$ cat src/rtl/hxfer_pkg.sv
`timescale 1ns/1ps
package hxfer_pkg;
  // strobes from the decode half to the arithmetic half
  typedef struct packed {
    logic usePre;
    logic addUp;
    logic immOff;
    logic wbEn;
    logic isLoad;
    logic isHalf;
    logic isSigned;
    logic errWbPost;
    logic errSignedStore;
    logic errPcBase;
    logic errPcOffset;
  } hxferCtrl_t;
endpackage

$ cat src/rtl/hxfer_ctrl.sv
`timescale 1ns/1ps
module hxfer_ctrl
  import hxfer_pkg::*;
#(
  parameter int REG_IDX_W = 4
) (
  input  logic                 preIndex,
  input  logic                 upDir,
  input  logic                 wbBit,
  input  logic                 isLoad,
  input  logic                 signedSel,
  input  logic                 halfSel,
  input  logic                 immSel,
  input  logic [REG_IDX_W-1:0] offIdx,
  input  logic [REG_IDX_W-1:0] baseIdx,
  output hxferCtrl_t           ctrl
);
  localparam logic [REG_IDX_W-1:0] PC_IDX = {REG_IDX_W{1'b1}};

  always_comb begin
    ctrl.usePre         = preIndex;
    ctrl.addUp          = upDir;
    ctrl.immOff         = immSel;
    ctrl.wbEn           = !preIndex || wbBit;
    ctrl.isLoad         = isLoad;
    ctrl.isHalf         = halfSel;
    ctrl.isSigned       = signedSel;
    ctrl.errWbPost      = wbBit && !preIndex;
    ctrl.errSignedStore = signedSel && !isLoad;
    ctrl.errPcBase      = wbBit && (baseIdx == PC_IDX);
    ctrl.errPcOffset    = !immSel && (offIdx == PC_IDX);
  end
endmodule

$ cat src/rtl/hxfer_dpath.sv
`timescale 1ns/1ps
module hxfer_dpath
  import hxfer_pkg::*;
#(
  parameter int DATA_W = 32,
  parameter int NIB_W  = 4
) (
  input  logic              clk,
  input  logic              rstN,
  input  logic              reqValid,
  input  hxferCtrl_t        ctrl,
  input  logic [NIB_W-1:0]  offHi,
  input  logic [NIB_W-1:0]  offLo,
  input  logic [DATA_W-1:0] baseVal,
  input  logic [DATA_W-1:0] offRegVal,
  input  logic [DATA_W-1:0] storeSrc,
  input  logic [DATA_W-1:0] rdData,
  output logic              outValid,
  output logic [DATA_W-1:0] accAddr,
  output logic [DATA_W-1:0] wbValue,
  output logic              wbEn,
  output logic              accLoad,
  output logic              accHalf,
  output logic              accSigned,
  output logic [DATA_W-1:0] wrData,
  output logic [DATA_W-1:0] extData,
  output logic              errWbPost,
  output logic              errSignedStore,
  output logic              errPcBase,
  output logic              errPcOffset
);
  localparam int IMM_W  = 2 * NIB_W;
  localparam int HALF_W = 16;
  localparam int BYTE_W = 8;

  logic [DATA_W-1:0] offset;
  logic [DATA_W-1:0] moved;
  logic [DATA_W-1:0] storeNext;

  always_comb begin
    offset    = ctrl.immOff ? {{(DATA_W-IMM_W){1'b0}}, offHi, offLo} : offRegVal;
    moved     = ctrl.addUp ? (baseVal + offset) : (baseVal - offset);
    storeNext = ctrl.isHalf ? {{(DATA_W-HALF_W){1'b0}}, storeSrc[HALF_W-1:0]}
                            : {{(DATA_W-BYTE_W){1'b0}}, storeSrc[BYTE_W-1:0]};
  end

  always_ff @(posedge clk) begin
    if (!rstN) begin
      outValid       <= 1'b0;
      accAddr        <= '0;
      wbValue        <= '0;
      wbEn           <= 1'b0;
      accLoad        <= 1'b0;
      accHalf        <= 1'b0;
      accSigned      <= 1'b0;
      wrData         <= '0;
      errWbPost      <= 1'b0;
      errSignedStore <= 1'b0;
      errPcBase      <= 1'b0;
      errPcOffset    <= 1'b0;
    end else begin
      outValid       <= reqValid;
      wbEn           <= reqValid && ctrl.wbEn;
      errWbPost      <= reqValid && ctrl.errWbPost;
      errSignedStore <= reqValid && ctrl.errSignedStore;
      errPcBase      <= reqValid && ctrl.errPcBase;
      errPcOffset    <= reqValid && ctrl.errPcOffset;
      if (reqValid) begin
        accAddr   <= ctrl.usePre ? moved : baseVal;
        wbValue   <= moved;
        accLoad   <= ctrl.isLoad;
        accHalf   <= ctrl.isHalf;
        accSigned <= ctrl.isSigned;
        wrData    <= storeNext;
      end
    end
  end

  // load result extension driven by the registered size and sign
  always_comb begin
    case ({accSigned, accHalf})
      2'b11:   extData = {{(DATA_W-HALF_W){rdData[HALF_W-1]}}, rdData[HALF_W-1:0]};
      2'b10:   extData = {{(DATA_W-BYTE_W){rdData[BYTE_W-1]}}, rdData[BYTE_W-1:0]};
      2'b01:   extData = {{(DATA_W-HALF_W){1'b0}}, rdData[HALF_W-1:0]};
      default: extData = {{(DATA_W-BYTE_W){1'b0}}, rdData[BYTE_W-1:0]};
    endcase
  end
endmodule

$ cat src/rtl/hxfer_agen.sv
`timescale 1ns/1ps
module hxfer_agen
  import hxfer_pkg::*;
#(
  parameter int DATA_W    = 32,
  parameter int NIB_W     = 4,
  parameter int REG_IDX_W = 4
) (
  input  logic                 clk,
  input  logic                 rstN,
  input  logic                 reqValid,
  input  logic                 preIndex,
  input  logic                 upDir,
  input  logic                 wbBit,
  input  logic                 isLoad,
  input  logic                 signedSel,
  input  logic                 halfSel,
  input  logic                 immSel,
  input  logic [NIB_W-1:0]     offHi,
  input  logic [NIB_W-1:0]     offLo,
  input  logic [REG_IDX_W-1:0] baseIdx,
  input  logic [DATA_W-1:0]    baseVal,
  input  logic [DATA_W-1:0]    offRegVal,
  input  logic [DATA_W-1:0]    storeSrc,
  input  logic [DATA_W-1:0]    rdData,
  output logic                 outValid,
  output logic [DATA_W-1:0]    accAddr,
  output logic [DATA_W-1:0]    wbValue,
  output logic                 wbEn,
  output logic                 accLoad,
  output logic                 accHalf,
  output logic                 accSigned,
  output logic [DATA_W-1:0]    wrData,
  output logic [DATA_W-1:0]    extData,
  output logic                 errWbPost,
  output logic                 errSignedStore,
  output logic                 errPcBase,
  output logic                 errPcOffset
);
  hxferCtrl_t ctrl;

  // the low nibble doubles as the offset register index
  logic [REG_IDX_W-1:0] offIdx;
  assign offIdx = REG_IDX_W'(offLo);

  hxfer_ctrl #(.REG_IDX_W(REG_IDX_W)) i_ctrl (
    .preIndex (preIndex),
    .upDir    (upDir),
    .wbBit    (wbBit),
    .isLoad   (isLoad),
    .signedSel(signedSel),
    .halfSel  (halfSel),
    .immSel   (immSel),
    .offIdx   (offIdx),
    .baseIdx  (baseIdx),
    .ctrl     (ctrl)
  );

  hxfer_dpath #(.DATA_W(DATA_W), .NIB_W(NIB_W)) i_dpath (
    .clk           (clk),
    .rstN          (rstN),
    .reqValid      (reqValid),
    .ctrl          (ctrl),
    .offHi         (offHi),
    .offLo         (offLo),
    .baseVal       (baseVal),
    .offRegVal     (offRegVal),
    .storeSrc      (storeSrc),
    .rdData        (rdData),
    .outValid      (outValid),
    .accAddr       (accAddr),
    .wbValue       (wbValue),
    .wbEn          (wbEn),
    .accLoad       (accLoad),
    .accHalf       (accHalf),
    .accSigned     (accSigned),
    .wrData        (wrData),
    .extData       (extData),
    .errWbPost     (errWbPost),
    .errSignedStore(errSignedStore),
    .errPcBase     (errPcBase),
    .errPcOffset   (errPcOffset)
  );
endmodule

$ cat config.mk
export PLATFORM = sky130hd
export DESIGN_NAME = hxfer_agen
export DESIGN_NICKNAME = d
export VERILOG_FILES = /design/src/rtl/hxfer_pkg.sv /design/src/rtl/hxfer_ctrl.sv /design/src/rtl/hxfer_dpath.sv /design/src/rtl/hxfer_agen.sv
export SDC_FILE = /design/constraint.sdc
export NUM_CORES = 1
export LEC_CHECK = 0
export ABC_AREA = 1
export BUFFER_PORTS_ARGS = -buffer_cell sky130_fd_sc_hd__buf_4
export CAP_MARGIN = 15
export CELL_PAD_IN_SITES_DETAIL_PLACEMENT = 1
export CELL_PAD_IN_SITES_GLOBAL_PLACEMENT = 1
export CORE_MARGIN = 2
export CORE_UTILIZATION = 30
export DETAILED_ROUTE_END_ITERATION = 7
export PLACE_DENSITY_LB_ADDON = 0.1
export SYNTH_ARGS = -nofsm -noshare
export SYNTH_HDL_FRONTEND = slang
export SYNTH_SLANG_ARGS = --single-unit
$ cat constraint.sdc
create_clock -name clk -period 3.7 [get_ports clk]
set_clock_uncertainty 0.2 [all_clocks]
set_input_delay 0.74 -clock clk [delete_from_list [all_inputs] [get_ports clk]]
set_output_delay 0.74 -clock clk [all_outputs]
set_load 0.005 [all_outputs]
==> results of run 1 <==
## worst max-delay path: cells and delay by family
| kind | cells | cell delay [ns] |
|---|---|---|
| buffers and inverters | 4 | 0.35 |
| AO/OA/AOI/OAI | 4 | 0.67 |
| adder cells (fa/ha/maj) | 1 | 0.28 |
| XOR/XNOR | 1 | 0.20 |
| AND/OR/NAND/NOR | 14 | 1.42 |
## what timing repair did
item,CTS,global route
setup buffers,6,10
setup endpoints to repair,19,41
cloned,1,0
pin swaps,25,98
resized for setup,51,210
## state kept, by name (all words and copies together), names as in the netlist
name and cells:
i_dpath.accAddr 32, i_dpath.wbValue 32, i_dpath.wrData 16, i_dpath.accHalf 1, i_dpath.accLoad 1, i_dpath.accSigned 1, i_dpath.errPcBase 1, i_dpath.errPcOffset 1
i_dpath.errSignedStore 1, i_dpath.errWbPost 1, i_dpath.outValid 1, i_dpath.wbEn 1
## power breakdown
part	switching [mW]	total (mW)	internal (mW)
registers	0.0514	1.10	1.05
clock network	0.405	0.886	0.481
logic	1.02	1.92	0.904
## per-layer routing
metal | part of all wire, % | vias to the layer above
li1 | - | 4194
met4 | 2.0 | 0
met3 | 4.7 | 35
met1 | 47 | 3836
met5 | 0 | -
met2 | 46 | 221
## per-stage QoR
step           hold WS, ns  std cells
2_1_floorplan        0.262       1112
6_report             0.266       1762
4_1_cts              0.270       1752
5_1_grt              0.287       1762
3_5_place_dp         0.260       1729
3_3_place_gp         0.254       1729
## synth_stat cells, types with 11 or more instances
| master | n |
|---|---|
| nand3_1 | 79 |
| o21ai_0 | 49 |
| xor2_1 | 26 |
| nor2_1 | 124 |
| ha_1 | 39 |
| nand2_1 | 276 |
| clkbuf_1 | 30 |
| o211ai_1 | 36 |
| a21oi_1 | 86 |
| nor3_1 | 11 |
| nand2_2 | 14 |
| xnor2_1 | 17 |
| buf_4 | 40 |
| dfxtp_1 | 89 |
| inv_1 | 113 |
## worst max-delay path by stage
stage	start	endpoint	slack, ns	depth (start not counted)
final	immSel	i_dpath.accAddr[25]	0.03	24
after detailed placement	immSel	i_dpath.wbValue[27]	-0.51	27
after floorplan	immSel	i_dpath.accAddr[31]	-0.004	29
after global routing	immSel	i_dpath.wbValue[25]	-0.17	26
after global placement	immSel	i_dpath.wbValue[27]	-0.44	26
after CTS	immSel	i_dpath.wbValue[27]	-0.02	28
## kinds of logic (layout without fill, tap and decap cells)
logic type | count (synthesis) | in the layout | synth area share (%)
AO/OA/AOI/OAI | 190 | 190 | 15.5
other | 1 | 17 | 0.0537
buffers and inverters | 199 | 535 | 13.4
XOR/XNOR | 43 | 43 | 5.39
AND/OR/NAND/NOR | 535 | 535 | 32.9
flip-flops | 89 | 89 | 25.5
adder cells (fa/ha/maj) | 40 | 40 | 7.27
## final cells by class
class | count | area, sq um | share of cell area, %
inverters | 117 | 454 | 4.01
flip-flops and latches | 89 | 1780 | 15.7
well taps | 313 | 392 | 3.46
repair buffers | 402 | 3110 | 27.5
diodes | 1 | 2.50 | 0.0221
clock inverters | 6 | 47.5 | 0.420
multi-input cells | 824 | 5290 | 46.8
clock buffers | 10 | 239 | 2.11
==> metrics.md, run 1 <==
| Metric | Value |
|---|---|
| Status | finished, final reports clean |
| # hold bufs at CTS | 0 |
| Yosys cell types | 40 |
| Hold Path Cell Cnt | 2 |
| Initial antenna violation count | 1 |
| CP Data Required Time | 3.72 ns |
| Final setup fails | 0 |
| IO Pins | 287 |
| Final Hold Viols | 0 |
| Synth area leader | dfxtp_1 |
| Fillers | 2905 |
| GR Layer Usage met1 | 31.2% |
| Tot GR Track Use | 22.6% |
| Synthesized area | 6980 sq um |
| Max transition margin | 44.5% |
| Root buffer cell | clkbuf_16 |
| CP max FO | 7 |
| Most common cell after layout, fill and taps aside | buf_4 |
| DRT antenna net count | 0 |
| Layout area overhead | 62.1% |
| Worst Setup End Kind | flip-flop |
| GPL Wtd Cong | 0.883 |
| Total power draw | 3.91 mW |
| Setup CP Type | primary input to flip-flop |
| Hold Path Origin | i_dpath.accAddr[20] |
| Pwr per Cell Area | 346 nW/um^2 |
| Initial Util | 30.7% |
| Most frequent cells in the layout | buf_4, nand2_1, inv_1 |
| Warnings from Yosys | 0 |
| R2R Path End | i_dpath.accHalf |
| Core Area | 22800 sq um |
| Met2 Usage GRT | 37.3% |
| DP Worst Slack | -0.512 ns |
| RSZ-0062 raised after global routing | true |
| Final wirelength | 28500 um |
| Number of global-route vias before repair | 8253 |
| Cell Area, Placed | 9930 sq um |
| Post-Synthesis Mean Instance Area | 6.37 sq um |
| DP HPWL | 22900 um |
| Worst-margin pin slew | 0.832 ns |
| Routed vias/inst | 4.70 |
| Wire per inst | 16.2 um |
| Clk buf depth | 2 |
| FF+latch count, synth | 89 |
| Remaining Overflow, GRT | 0 |
| Setup TNS | 0 ns |
| Worst reg2reg setup slack | 2.64 ns |
| Slew Viols, Final | 0 |
| EDFF count, synth | 0 |
| RR Startpoint | i_dpath.accHalf |
| Post-layout util | 49.7% |
| GR met3 Demand/Resource | 2.80% |
| Max Cap Viol | 0 |
| Width of the chip | 157 um |
| CTS tree | yes |
| Later-pin clock latency in the skew report | 0.34 ns |
| Seq/Total Area, Yosys | 25.5% |
| Max stage delay on crit path | 0.28 ns |
| Post-route setup slack | 0.0267 ns |
| Leakage | 5.68 nW |
| Final nets | 1633 |
| Final cycle utilization of the critical path | 99.3% |
| H-tree Lvls | 3 |
| CTS Buf Count | 9 |
| Die Y | 157 um |
| CP arrival | 3.69 ns |
| Fin crit period | 3.67 ns |
| CP startpoint kind | primary input |
| Post-route DRC | 0 |
| Clock-pin slew on the worst setup and hold paths | 0.07 ns |
| Finished Cell Area | 11300 sq um |
| Fmax | 272 MHz |
| Cells after Synth | 1097 |
| R2R depth | 2 |
| Iteration-0 DRC Markers | 276 |
| Most used DFF post-synth | dfxtp_1 |
| Worst VDD drop | 0.000223 V |
| Share of cells above drive strength 1 | 45.2% |
| Synth area leaders | dfxtp_1, nand2_1, ha_1 |
| Port Buffers | 224 |
| Vias post-DR | 8286 |
| Largest net degree at the start of global routing | 47 |
| Share of the synthesized area in the top cell type | 25.5% |
| Hold path endpoint | i_dpath.accAddr[20] |
| GR peak layer | met2 |
| Die ar. | 24500 sq um |
| Crit-path cells | buf_12 -> inv_12 -> buf_12 -> nand2_4 -> nand2_4 -> nor2_4 -> nand4_1 -> nor2_4 -> inv_2 -> nor2_4 -> nand3_4 -> o21ai_4 -> xor2_2 -> ha_1 -> nand2_1 -> nand2_2 -> a31o_4 -> a21o_1 -> nor2_4 -> nand2_2 -> nand2_2 -> nand3_2 -> nand2_2 -> a21oi_2 |
| Slowest cell on the critical path | ha_1 |
| HP Class | flip-flop to flip-flop |
| DRT Pass-1 Iters | 4 |
| Clock tree sinks | 89 |
| First-pass GRT wire length | 43400 um |
| Placement Rows | 55 |
| Async SR Flop Fraction | 0% |
(Power assumes the default switching activity.)
==> run 2, diff against run 1 <==
--- a/config.mk
+++ b/config.mk
@@ -6,13 +6,13 @@
 export NUM_CORES = 1
 export LEC_CHECK = 0
 export ABC_AREA = 1
-export BUFFER_PORTS_ARGS = -buffer_cell sky130_fd_sc_hd__buf_4
 export CAP_MARGIN = 15
 export CELL_PAD_IN_SITES_DETAIL_PLACEMENT = 1
 export CELL_PAD_IN_SITES_GLOBAL_PLACEMENT = 1
 export CORE_MARGIN = 2
-export CORE_UTILIZATION = 30
+export CORE_UTILIZATION = 39
 export DETAILED_ROUTE_END_ITERATION = 7
+export DONT_BUFFER_PORTS = 1
 export PLACE_DENSITY_LB_ADDON = 0.1
 export SYNTH_ARGS = -nofsm -noshare
 export SYNTH_HDL_FRONTEND = slang
==> run 2 against run 1 <==
Register-to-register slack lost 0.04 ns. Cell count shrank 20%. Worst hold slack better by 0.0023 ns. Core utilization fell by 0.57 points. First-iteration DRC count down 6.9%. Sequential share of layout area is 5.1 points higher. Via count shrank 12%. Total power shrank 11%. Critical path depth grew 1. Design area shrank 24%. Routed wire length shrank 13%. Fmax increased by 2.6%.
==> metrics.md, run 2 (synthesized netlist as in run 1, its figures left out) <==
| Metric | Value |
|---|---|
| Worst reg2reg setup slack | 2.60 ns (-0.04 ns) |
| RR Startpoint | i_dpath.accHalf |
| Remaining Overflow, GRT | 0 (unchanged) |
| Pwr per Cell Area | 409 nW/um^2 (+18%) |
| Iteration-0 DRC Markers | 257 (-6.9%) |
| Largest net degree at the start of global routing | 90 (+91%) |
| Post-route setup slack | 0.119 ns (+0.0923 ns) |
| Max transition margin | 54.3% (+9.8 points) |
| Clk buf depth | 2 (unchanged) |
| Core Area | 17400 sq um (-24%) |
| Vias post-DR | 7310 (-12%) |
| Placement Rows | 48 (-13%) |
| Total power draw | 3.50 mW (-11%) |
| Later-pin clock latency in the skew report | 0.34 ns (about the same) |
| Final cycle utilization of the critical path | 96.8% (-2.5 points) |
| Clock tree sinks | 89 (unchanged) |
| Placed Cells | 1395 (-19%) |
| Crit path from | immSel |
| Port Buffers | 0 (-100%) |
| CTS Buf Count | 9 (unchanged) |
| Most common cell after layout, fill and taps aside | nand2_1 |
| Most frequent cells in the layout | nand2_1, buf_4, inv_1 |
| Initial antenna violation count | 0 (-1) |
| DRT antenna net count | 0 (unchanged) |
| Post-route DRC | 0 (unchanged) |
| Worst Setup End Kind | flip-flop |
| CP startpoint kind | primary input |
| # hold bufs at CTS | 0 (unchanged) |
| CP endpoint | i_dpath.accAddr[27] |
| Initial Util | 40.1% (+9.4 points) |
| Setup TNS | 0 ns (unchanged) |
| Width of the chip | 138 um (-12%) |
| Fillers | 2309 (-21%) |
| Root buffer cell | clkbuf_16 |
| Hold slack | 0.268 ns (+0.00232 ns) |
| Die ar. | 19000 sq um (-23%) |
| DRT Pass-1 Iters | 4 (unchanged) |
| Final wirelength | 24800 um (-13%) |
| CP arrival | 3.60 ns (-0.09 ns) |
| Slew Viols, Final | 0 (unchanged) |
| Largest regs | i_dpath.accAddr (32), i_dpath.wbValue (32), i_dpath.wrData (16) |
| Fmax | 279 MHz (+2.6%) |
| Final instance count without filler cells | 1413 (-20%) |
| CP Data Required Time | 3.72 ns (about the same) |
| Worst-margin pin slew | 0.684 ns (-0.147 ns) |
| DP HPWL | 20400 um (-11%) |
| N_diodes | 0 (-1) |
| Final Hold Viols | 0 (unchanged) |
| Finished Cell Area | 8550 sq um (-24%) |
| CTS tree | yes |
| Post-layout util | 49.1% (-0.57 points) |
| Number of global-route vias before repair | 7063 (-14%) |
| R2R Path End | i_dpath.accHalf |
| Hold Path Cell Cnt | 1 (-1) |
| CP max FO | 17 (+10) |
| Setup CP Type | primary input to flip-flop |
| Cell Area, Placed | 7950 sq um (-20%) |
| HP Class | primary input to flip-flop |
| Final setup fails | 0 (unchanged) |
| Layout area overhead | 22.5% |
| Share of cells above drive strength 1 | 21.9% (-23 points) |
| H-tree Lvls | 3 (unchanged) |
| Wire per inst | 17.6 um (+8.5%) |
| Max Cap Viol | 0 (unchanged) |
| IO Pins | 287 (unchanged) |
| DP Worst Slack | -0.434 ns (+0.0780 ns) |
| First-pass GRT wire length | 37300 um (-14%) |
| Clock-pin slew on the worst setup and hold paths | 0.07 ns (about the same) |
| Status | finished, final reports clean |
| R2R depth | 2 (unchanged) |
| Worst VDD drop | 0.000291 V (+31%) |
| Die Y | 138 um (-12%) |
| RSZ-0062 raised after global routing | true |
| Leakage | 4.18 nW (-26%) |
| Routed vias/inst | 5.17 (+10%) |
| GPL Wtd Cong | 0.904 (+2.4%) |
| Fin crit period | 3.58 ns (-0.0923 ns) |
| Tot GR Track Use | 25.6% (+3.0 points) |
| Final nets | 1373 (-16%) |
==> run 2: cell types whose count changed in the layout (fill, tap and decap cells not counted), sizes merged <==
cell	delta
inv	+1
clkinv	-2
diode	-1
bufinv	+2
buf	-260
clkbuf	-1
==> run 2: worst min-delay path by stage <==
stage / from / to / slack [ns]
global route: isLoad / i_dpath.errSignedStore / 0.25
CTS: isLoad / i_dpath.errSignedStore / 0.25
detailed placement: i_dpath.wrData[12] / i_dpath.wrData[12] / 0.28
finish: isLoad / i_dpath.errSignedStore / 0.27
floorplan: i_dpath.accAddr[10] / i_dpath.accAddr[10] / 0.26
global placement: i_dpath.wrData[10] / i_dpath.wrData[10] / 0.27
==> run 2: report_power, final <==
group / total, mW / switching (mW) / internal, mW
registers: 1.13 / 0.0845 / 1.05
logic: 1.35 / 0.751 / 0.599
clock network: 1.02 / 0.411 / 0.606
==> run 2: routing by layer <==
metal / global-route usage (%) / wire (um)
met1: 34.6 / 11400
met3: 3.75 / 1590
met2: 42.2 / 11300
met5: 0 / 0
met4: 7.71 / 522
==> run 2: critical path, cell delays in order <==
cell     delay (ns)
inv_8          0.08
nand2_4        0.06
nand2_4        0.07
ha_4           0.13
nand2_1        0.07
nor2_2         0.10
nand2_2        0.09
nor2_4         0.12
inv_2          0.05
nor2_4         0.10
nand3_4        0.12
o21ai_4        0.16
xor2_2         0.23
ha_1           0.31
nand2_2        0.15
inv_1          0.07
a21oi_2        0.16
nor2_1         0.07
nor3_2         0.21
buf_4          0.14
nand2_1        0.04
nand2_1        0.07
nand3_1        0.09
nand2_1        0.10
a21oi_1        0.06
==> run 2: layout make-up <==
cell class                 count  area (sq um)  area share [%]
clock buffer                   9           225            2.63
clock inverter                 7           108            1.26
inverter                     117           447            5.22
multi-input combinational    824          4630            54.2
sequential                    89          1780            20.8
tap                          225           282            3.29
timing repair buffer         142          1080            12.6
==> run 2: timing repair <==
| action | in CTS | in global routing |
|---|---|---|
| gates resized for setup | 2 | 71 |
| pin swaps | 0 | 16 |
| buffers inserted | 0 | 2 |
| endpoints found under the setup margin | 2 | 39 |
